===== src/rtl/gated_if_counter_pkg.sv =====
package gated_if_counter_pkg;

  // Strobes from the control unit to the datapath
  typedef struct packed {
    logic clr;    // clear counter, prescaler and flags
    logic gate;   // gate open this cycle
    logic latch;  // last gate cycle: capture the result
  } ifcStrobe_t;

  typedef enum logic {
    ST_IDLE = 1'b0,
    ST_RUN  = 1'b1
  } ifcState_e;

endpackage


===== src/rtl/gated_if_counter_ctrl.sv =====
module gated_if_counter_ctrl
  import gated_if_counter_pkg::*;
#(
  parameter int GATE_W = 20
) (
  input  logic              clk,
  input  logic              rstN,
  input  logic              start,
  input  logic [GATE_W-1:0] gateLen,
  output ifcStrobe_t        strobe
);

  localparam logic [GATE_W-1:0] ONE = GATE_W'(1);

  ifcState_e         state;
  logic [GATE_W-1:0] timer;
  logic [GATE_W-1:0] loadVal;
  logic              lastCycle;

  assign loadVal   = (gateLen == '0) ? ONE : gateLen;
  assign lastCycle = (state == ST_RUN) && (timer == ONE);

  always_ff @(posedge clk or negedge rstN) begin
    if (!rstN) begin
      state <= ST_IDLE;
      timer <= '0;
    end else if (start) begin
      state <= ST_RUN;
      timer <= loadVal;
    end else if (state == ST_RUN) begin
      timer <= timer - ONE;
      if (timer == ONE) state <= ST_IDLE;
    end
  end

  // start has priority over the closing of a running gate
  always_comb begin
    strobe.clr   = start;
    strobe.gate  = (state == ST_RUN) && !start;
    strobe.latch = lastCycle && !start;
  end

  // a running gate always has cycles left
  a_r3_timer_live: assert property (@(posedge clk) disable iff (!rstN)
    (state == ST_RUN) |-> (timer != '0));

  // the latch ends the run
  a_r3_latch_ends_run: assert property (@(posedge clk) disable iff (!rstN)
    strobe.latch |=> (state == ST_IDLE));

  // a start always leaves a full gate loaded
  a_r7_restart_loads: assert property (@(posedge clk) disable iff (!rstN)
    start |=> (state == ST_RUN) && (timer == $past(loadVal)));

endmodule


===== src/rtl/gated_if_counter_dp.sv =====
module gated_if_counter_dp
  import gated_if_counter_pkg::*;
#(
  parameter int CNT_W = 20
) (
  input  logic             clk,
  input  logic             rstN,
  input  logic             fmIn,
  input  logic             amIn,
  input  logic             selAm,
  input  ifcStrobe_t       strobe,
  output logic [CNT_W-1:0] result,
  output logic             done,
  output logic             overflow
);

  localparam logic [CNT_W-1:0] CNT_MAX = {CNT_W{1'b1}};
  localparam int SYNC_N = 3;

  logic [SYNC_N-1:0] syncQ;
  logic              selIn;
  logic              rise;
  logic              preTgl;
  logic              countEv;
  logic [CNT_W-1:0]  count;
  logic [CNT_W-1:0]  cntNext;
  logic              ovAcc;
  logic              ovNext;

  assign selIn = selAm ? amIn : fmIn;

  // two synchronizer flops plus one history flop for edge detection
  always_ff @(posedge clk or negedge rstN) begin
    if (!rstN) syncQ <= '0;
    else       syncQ <= {syncQ[SYNC_N-2:0], selIn};
  end

  assign rise = syncQ[1] & ~syncQ[2];

  // divide-by-two prescaler, used only on the FM path
  always_ff @(posedge clk or negedge rstN) begin
    if (!rstN)                             preTgl <= 1'b0;
    else if (strobe.clr)                   preTgl <= 1'b0;
    else if (strobe.gate && rise && !selAm) preTgl <= ~preTgl;
  end

  assign countEv = strobe.gate && rise && (selAm || preTgl);

  always_comb begin
    cntNext = count;
    ovNext  = ovAcc;
    if (countEv) begin
      if (count == CNT_MAX) ovNext  = 1'b1;
      else                  cntNext = count + 1'b1;
    end
  end

  always_ff @(posedge clk or negedge rstN) begin
    if (!rstN) begin
      count <= '0;
      ovAcc <= 1'b0;
    end else if (strobe.clr) begin
      count <= '0;
      ovAcc <= 1'b0;
    end else begin
      count <= cntNext;
      ovAcc <= ovNext;
    end
  end

  always_ff @(posedge clk or negedge rstN) begin
    if (!rstN) begin
      result   <= '0;
      done     <= 1'b0;
      overflow <= 1'b0;
    end else if (strobe.clr) begin
      done     <= 1'b0;
      overflow <= 1'b0;
    end else if (strobe.latch) begin
      result   <= cntNext;
      overflow <= ovNext;
      done     <= 1'b1;
    end
  end

  // start clears done
  a_r5_start_clears_done: assert property (@(posedge clk) disable iff (!rstN)
    strobe.clr |=> !done);

  // results move only at a latch
  a_r5_result_hold: assert property (@(posedge clk) disable iff (!rstN)
    !strobe.latch |=> $stable(result));

  // a latch raises done
  a_r3_latch_sets_done: assert property (@(posedge clk) disable iff (!rstN)
    strobe.latch |=> done);

  // a saturated count stays saturated
  a_r6_sat_hold: assert property (@(posedge clk) disable iff (!rstN)
    (count == CNT_MAX) && !strobe.clr |=> (count == CNT_MAX));

  // overflow is recorded only from a full counter
  a_r6_no_early_overflow: assert property (@(posedge clk) disable iff (!rstN)
    $rose(ovAcc) |-> ($past(count) == CNT_MAX));

  // the count grows by at most one per cycle
  a_r2_single_step: assert property (@(posedge clk) disable iff (!rstN)
    !strobe.clr && (count != CNT_MAX) |=> (count - $past(count)) <= CNT_W'(1));

  // on the FM path the counter never moves on a first-phase edge
  a_r1_prescale: assert property (@(posedge clk) disable iff (!rstN)
    strobe.gate && rise && !selAm && !preTgl |=> $stable(count));

endmodule


===== src/rtl/gated_if_counter.sv =====
module gated_if_counter
  import gated_if_counter_pkg::*;
#(
  parameter int CNT_W  = 20,
  parameter int GATE_W = 20
) (
  input  logic              clk,
  input  logic              rstN,
  input  logic              fmIn,
  input  logic              amIn,
  input  logic              selAm,
  input  logic [GATE_W-1:0] gateLen,
  input  logic              start,
  output logic              done,
  output logic              overflow,
  output logic [7:0]        resHi,
  output logic [7:0]        resMid,
  output logic [7:0]        resLo
);

  localparam int OUT_W = 24;

  ifcStrobe_t       strobe;
  logic [CNT_W-1:0] result;
  logic [OUT_W-1:0] resWide;

  gated_if_counter_ctrl #(.GATE_W(GATE_W)) u_ctrl (
    .clk     (clk),
    .rstN    (rstN),
    .start   (start),
    .gateLen (gateLen),
    .strobe  (strobe)
  );

  gated_if_counter_dp #(.CNT_W(CNT_W)) u_dp (
    .clk      (clk),
    .rstN     (rstN),
    .fmIn     (fmIn),
    .amIn     (amIn),
    .selAm    (selAm),
    .strobe   (strobe),
    .result   (result),
    .done     (done),
    .overflow (overflow)
  );

  assign resWide = OUT_W'(result);
  assign resHi   = resWide[23:16];
  assign resMid  = resWide[15:8];
  assign resLo   = resWide[7:0];

  // upper nibble of the high register is zero
  a_r4_hi_nibble: assert property (@(posedge clk) disable iff (!rstN)
    resHi[7:4] == 4'h0);

endmodule


===== config.mk =====
export PLATFORM = sky130hd
export DESIGN_NAME = gated_if_counter
export DESIGN_NICKNAME = d
export VERILOG_FILES = /design/src/rtl/gated_if_counter_pkg.sv /design/src/rtl/gated_if_counter_ctrl.sv /design/src/rtl/gated_if_counter_dp.sv /design/src/rtl/gated_if_counter.sv
export SDC_FILE = /design/constraint.sdc
export NUM_CORES = 1
export LEC_CHECK = 0
export BUFFER_PORTS_ARGS = -buffer_cell sky130_fd_sc_hd__buf_2
export CAP_MARGIN = 20
export CORE_ASPECT_RATIO = 0.6
export CORE_MARGIN = 3
export CORE_UTILIZATION = 38
export DETAILED_ROUTE_END_ITERATION = 16
export RECOVER_POWER = 50
export SYNTH_ARGS = -nofsm -noshare
export SYNTH_HDL_FRONTEND = slang
export SYNTH_SLANG_ARGS = --single-unit

===== constraint.sdc =====
create_clock -name clk -period 3.9 [get_ports clk]
set_clock_uncertainty 0.15 [all_clocks]
set_input_delay 0.585 -clock clk [delete_from_list [all_inputs] [get_ports clk]]
set_output_delay 0.585 -clock clk [all_outputs]
set_load 0.01 [all_outputs]

==> impl_metrics.py <==
metrics = {
    "critical_path": {
        "path_buf_inv": 0,
        "startpoint_type": "flop",
        "worst-setup-path-type": "flop to flop",
        "worst_ep_required_time_ps": 3940,
        "max_stage_delay_ps": 550,
        "reg2reg_from": "u_ctrl.timer[14]",
        "endpoint_kind": "flop",
        "worstRegToRegCells": 6,
        "path_cells": "or4_4 > or3_4 > nor4_4 > nand3_2 > nand2_1 > o21ai_0",
        "r2r_slack_ps": 1210,
        "critPathArrivalTime_ps": 2720,
        "r2r_end": "u_dp.result[3]",
        "crit_path_top_delay_cell": "or4_4",
        "critPathMaxFanout": 27,
        "crit_family": "simple AND/OR/NAND/NOR gates",
    },
    "run": {
        "maxCapViolations": 1,
    },
    "power": {
        "power.clock.fraction_pct": 44.7,
        "power.switching_mw": 0.385,
        "pwr-share-seq_pct": 47.5,
        "ir_drop_v": 0.000199,
        "p_per_area_nw_per_um2": 411,
        "leakagePower_nw": 1.66,
        "p_comb_share_pct": 7.8,
        "internal-power_mw": 1.22,
        "switching_share_pct": 24.0,
    },
    "drt": {
        "vias": 2559,
        "wl_per_cell_microns": 15.0,
        "wirelength_microns": 7610,
        "drc": 0,
        "vias_per_cell": 5.05,
        "drtIter0Drc": 263,
        "final_antenna_net_count": 0,
        "dr.pass1.iters": 4,
    },
    "worst_hold_path": {
        "hold_path_end": "u_dp.syncQ[1]",
        "hold_depth": 0,
        "hp-class": "flop to flop",
        "holdCritStartpoint": "u_dp.syncQ[0]",
    },
    "outcome": {
        "outcome": "complete, but fails checks",
        "violations": "capacitance limit, slew limit",
    },
    "synthesis": {
        "ys_async_sr_fraction_pct": 100,
        "synth_ff_type": "dfrtp_1",
        "synth_cells": 348,
        "synth_cell_types": 44,
        "ys_ff_latch": 68,
        "avgSynthCellArea_sq_um": 9.67,
        "synthesis.area_sq_um": 3370,
        "ys_seq_area_share_pct": 50.6,
        "yosysWarningCount": 0,
        "synth_edf_count": 0,
    },
    "cts": {
        "cts_max_level": 3,
        "cts_hold_buf": 0,
        "cts-root-buf": "clkbuf_16",
        "cts_resized": 0,
        "cts_tree": "built",
        "postCtsSetupBuffers": 0,
        "numCtsBuffers": 9,
        "insertion_delay_ps": 330,
        "clock-sinks": 68,
        "cts.clk_slew.worst_paths_ps": 60,
        "clockBufferDepth": 2,
    },
    "placed_design": {
        "dpl.hpwl_microns": 5360,
        "place.gp.congestion": 0.820,
        "numPortBuffers": 47,
    },
    "die": {
        "die_area_sq_um": 10100,
        "fp-row-count": 25,
        "initial_utilization_pct": 40.9,
        "die_h_microns": 78.9,
        "core-area_sq_um": 8230,
        "fp.dieW_microns": 128,
        "io_pins": 52,
    },
    "sta": {
        "post-route-min-period_ps": 2690,
        "fin_setup_tns_ps": 0,
        "drv_slew": 69,
        "slew_headroom_pct": -11.1,
        "hold_slack_ps": 201,
        "worstMarginPinSlew_ps": 1670,
        "rsz0062_at_grt": "no",
        "min_period_over_period_pct": 68.9,
        "timing.fmax_mhz": 372,
        "hold_viol_final": 0,
        "finalSetupViolations": 0,
    },
    "global_route": {
        "grt_overflow": 0,
        "grt_pass1_wl_microns": 13300,
        "grt_pass1_vias": 2592,
        "grt_max_degree": 69,
        "gr-usage-all-layers_pct": 16.8,
        "antenna_found_initial": 0,
    },
    "cells_and_area": {
        "final_util_pct": 47.5,
        "areaGrowthSynthToFinish_pct": 16.1,
        "drive_gt1_share_pct": 17.8,
        "antenna_cells": 0,
        "nets": 425,
    },
}
## power by group through the flow
stage | sequential (mW) | clock [mW] | combinational [mW]
5_1_grt | 0.766 | 0.772 | 0.144
2_1_floorplan | 0.768 | 0 | 0.0832
6_report | 0.762 | 0.717 | 0.125
3_3_place_gp | 0.772 | 0 | 0.125
3_5_place_dp | 0.773 | 0 | 0.127
4_1_cts | 0.762 | 0.735 | 0.129
## state kept, by name, indices dropped and copies added (netlist names)
register / flops
u_dp.done: 1
u_ctrl.state: 1
u_dp.preTgl: 1
u_ctrl.timer: 20
u_dp.count: 20
u_dp.syncQ: 3
u_dp.overflow: 1
u_dp.result: 20
u_dp.ovAcc: 1
## final cells by class
cell class	instances	area (sq um)
Timing Repair Buffer	49	240
Clock buffer	11	243
Sequential cell	68	1700
Inverter	8	30.0
Multi-Input combinational cell	260	1540
Fill cell	799	4320
Tap cell	108	135
Clock inverter	3	15.0
## worst max path at each step
| stage | from | end | cells past startpoint |
|---|---|---|---|
| finish | u_ctrl.timer[14] | u_dp.result[3] | 6 |
| global route | u_ctrl.timer[14] | u_dp.result[1] | 6 |
| CTS | u_ctrl.timer[14] | u_dp.result[3] | 6 |
| detailed placement | start | u_dp.result[19] | 7 |
| global placement | start | u_dp.result[19] | 7 |
| floorplan | start | u_dp.result[19] | 6 |
## metal layers
layer / GRT usage, % / vias up / wire length, microns
met3: 4.91 / 5 / 286
li1: - / 1279 / -
met5: 0 / - / 0
met1: 25.9 / 1233 / 4200
met4: 4.18 / 0 / 60
met2: 22.8 / 42 / 3060
## cells by family (layout without fill, tap and decap cells)
group,count (synthesis),in the layout,synth area share [%]
multiplexers,3,3,0.929
XOR/XNOR,36,36,9.37
adder cells (fa/ha/maj),3,3,1.12
AO/OA/AOI/OAI,51,51,8.33
AND/OR/NAND/NOR,163,163,25.8
flip-flops,68,68,50.6
buffers and inverters,23,71,3.79
other,1,4,0.111
## Yosys cell counts (2+ instances only)
cell type | n | area (sq um)
and3_1 | 3 | 18.8
buf_2 | 3 | 15.0
buf_4 | 4 | 30.0
buf_6 | 3 | 33.8
clkbuf_1 | 5 | 18.8
dfrtp_1 | 68 | 1700
ha_1 | 3 | 37.5
inv_1 | 8 | 30.0
mux2i_1 | 2 | 20.0
nand2_1 | 50 | 188
nand3_1 | 15 | 75.1
nand4_1 | 8 | 50.1
nor2_1 | 46 | 173
nor3_1 | 12 | 60.1
nor4_1 | 8 | 50.1
nor4_4 | 3 | 63.8
o21ai_0 | 38 | 190
o21ai_1 | 3 | 15.0
o22ai_1 | 2 | 12.5
or3_4 | 5 | 56.3
or4_4 | 2 | 22.5
xnor2_1 | 29 | 254
xor2_1 | 7 | 61.3
## metrics by stage
stage                     area, sq um  setup WS [ps]  std cells  total power, mW
after floorplan                  3380           1440        351            0.851
after global placement           3660           1230        493            0.896
after detailed placement         3660           1190        493            0.901
after CTS                        3920           1210        507             1.63
after global routing             3910           1010        507             1.68
final                            3910           1210        507             1.60
## layout by cell type (no fill, tap or decap), types with 3 or more instances in the layout
| master | n |
|---|---|
| nor3_1 | 12 |
| o21ai_0 | 38 |
| buf_2 | 41 |
| clkinv_2 | 3 |
| clkbuf_16 | 9 |
| conb_1 | 4 |
| clkbuf_1 | 7 |
| nor2_1 | 46 |
| nor4_4 | 3 |
| inv_1 | 8 |
| nor4_1 | 8 |
| or3_4 | 4 |
| ha_1 | 3 |
| o21ai_1 | 3 |
| nand4_1 | 8 |
| and3_1 | 3 |
| dfrtp_1 | 68 |
| xor2_1 | 7 |
| nand3_1 | 15 |
| xnor2_1 | 29 |
| nand2_1 | 50 |
No activity file was read; power rests on OpenSTA's default activity.
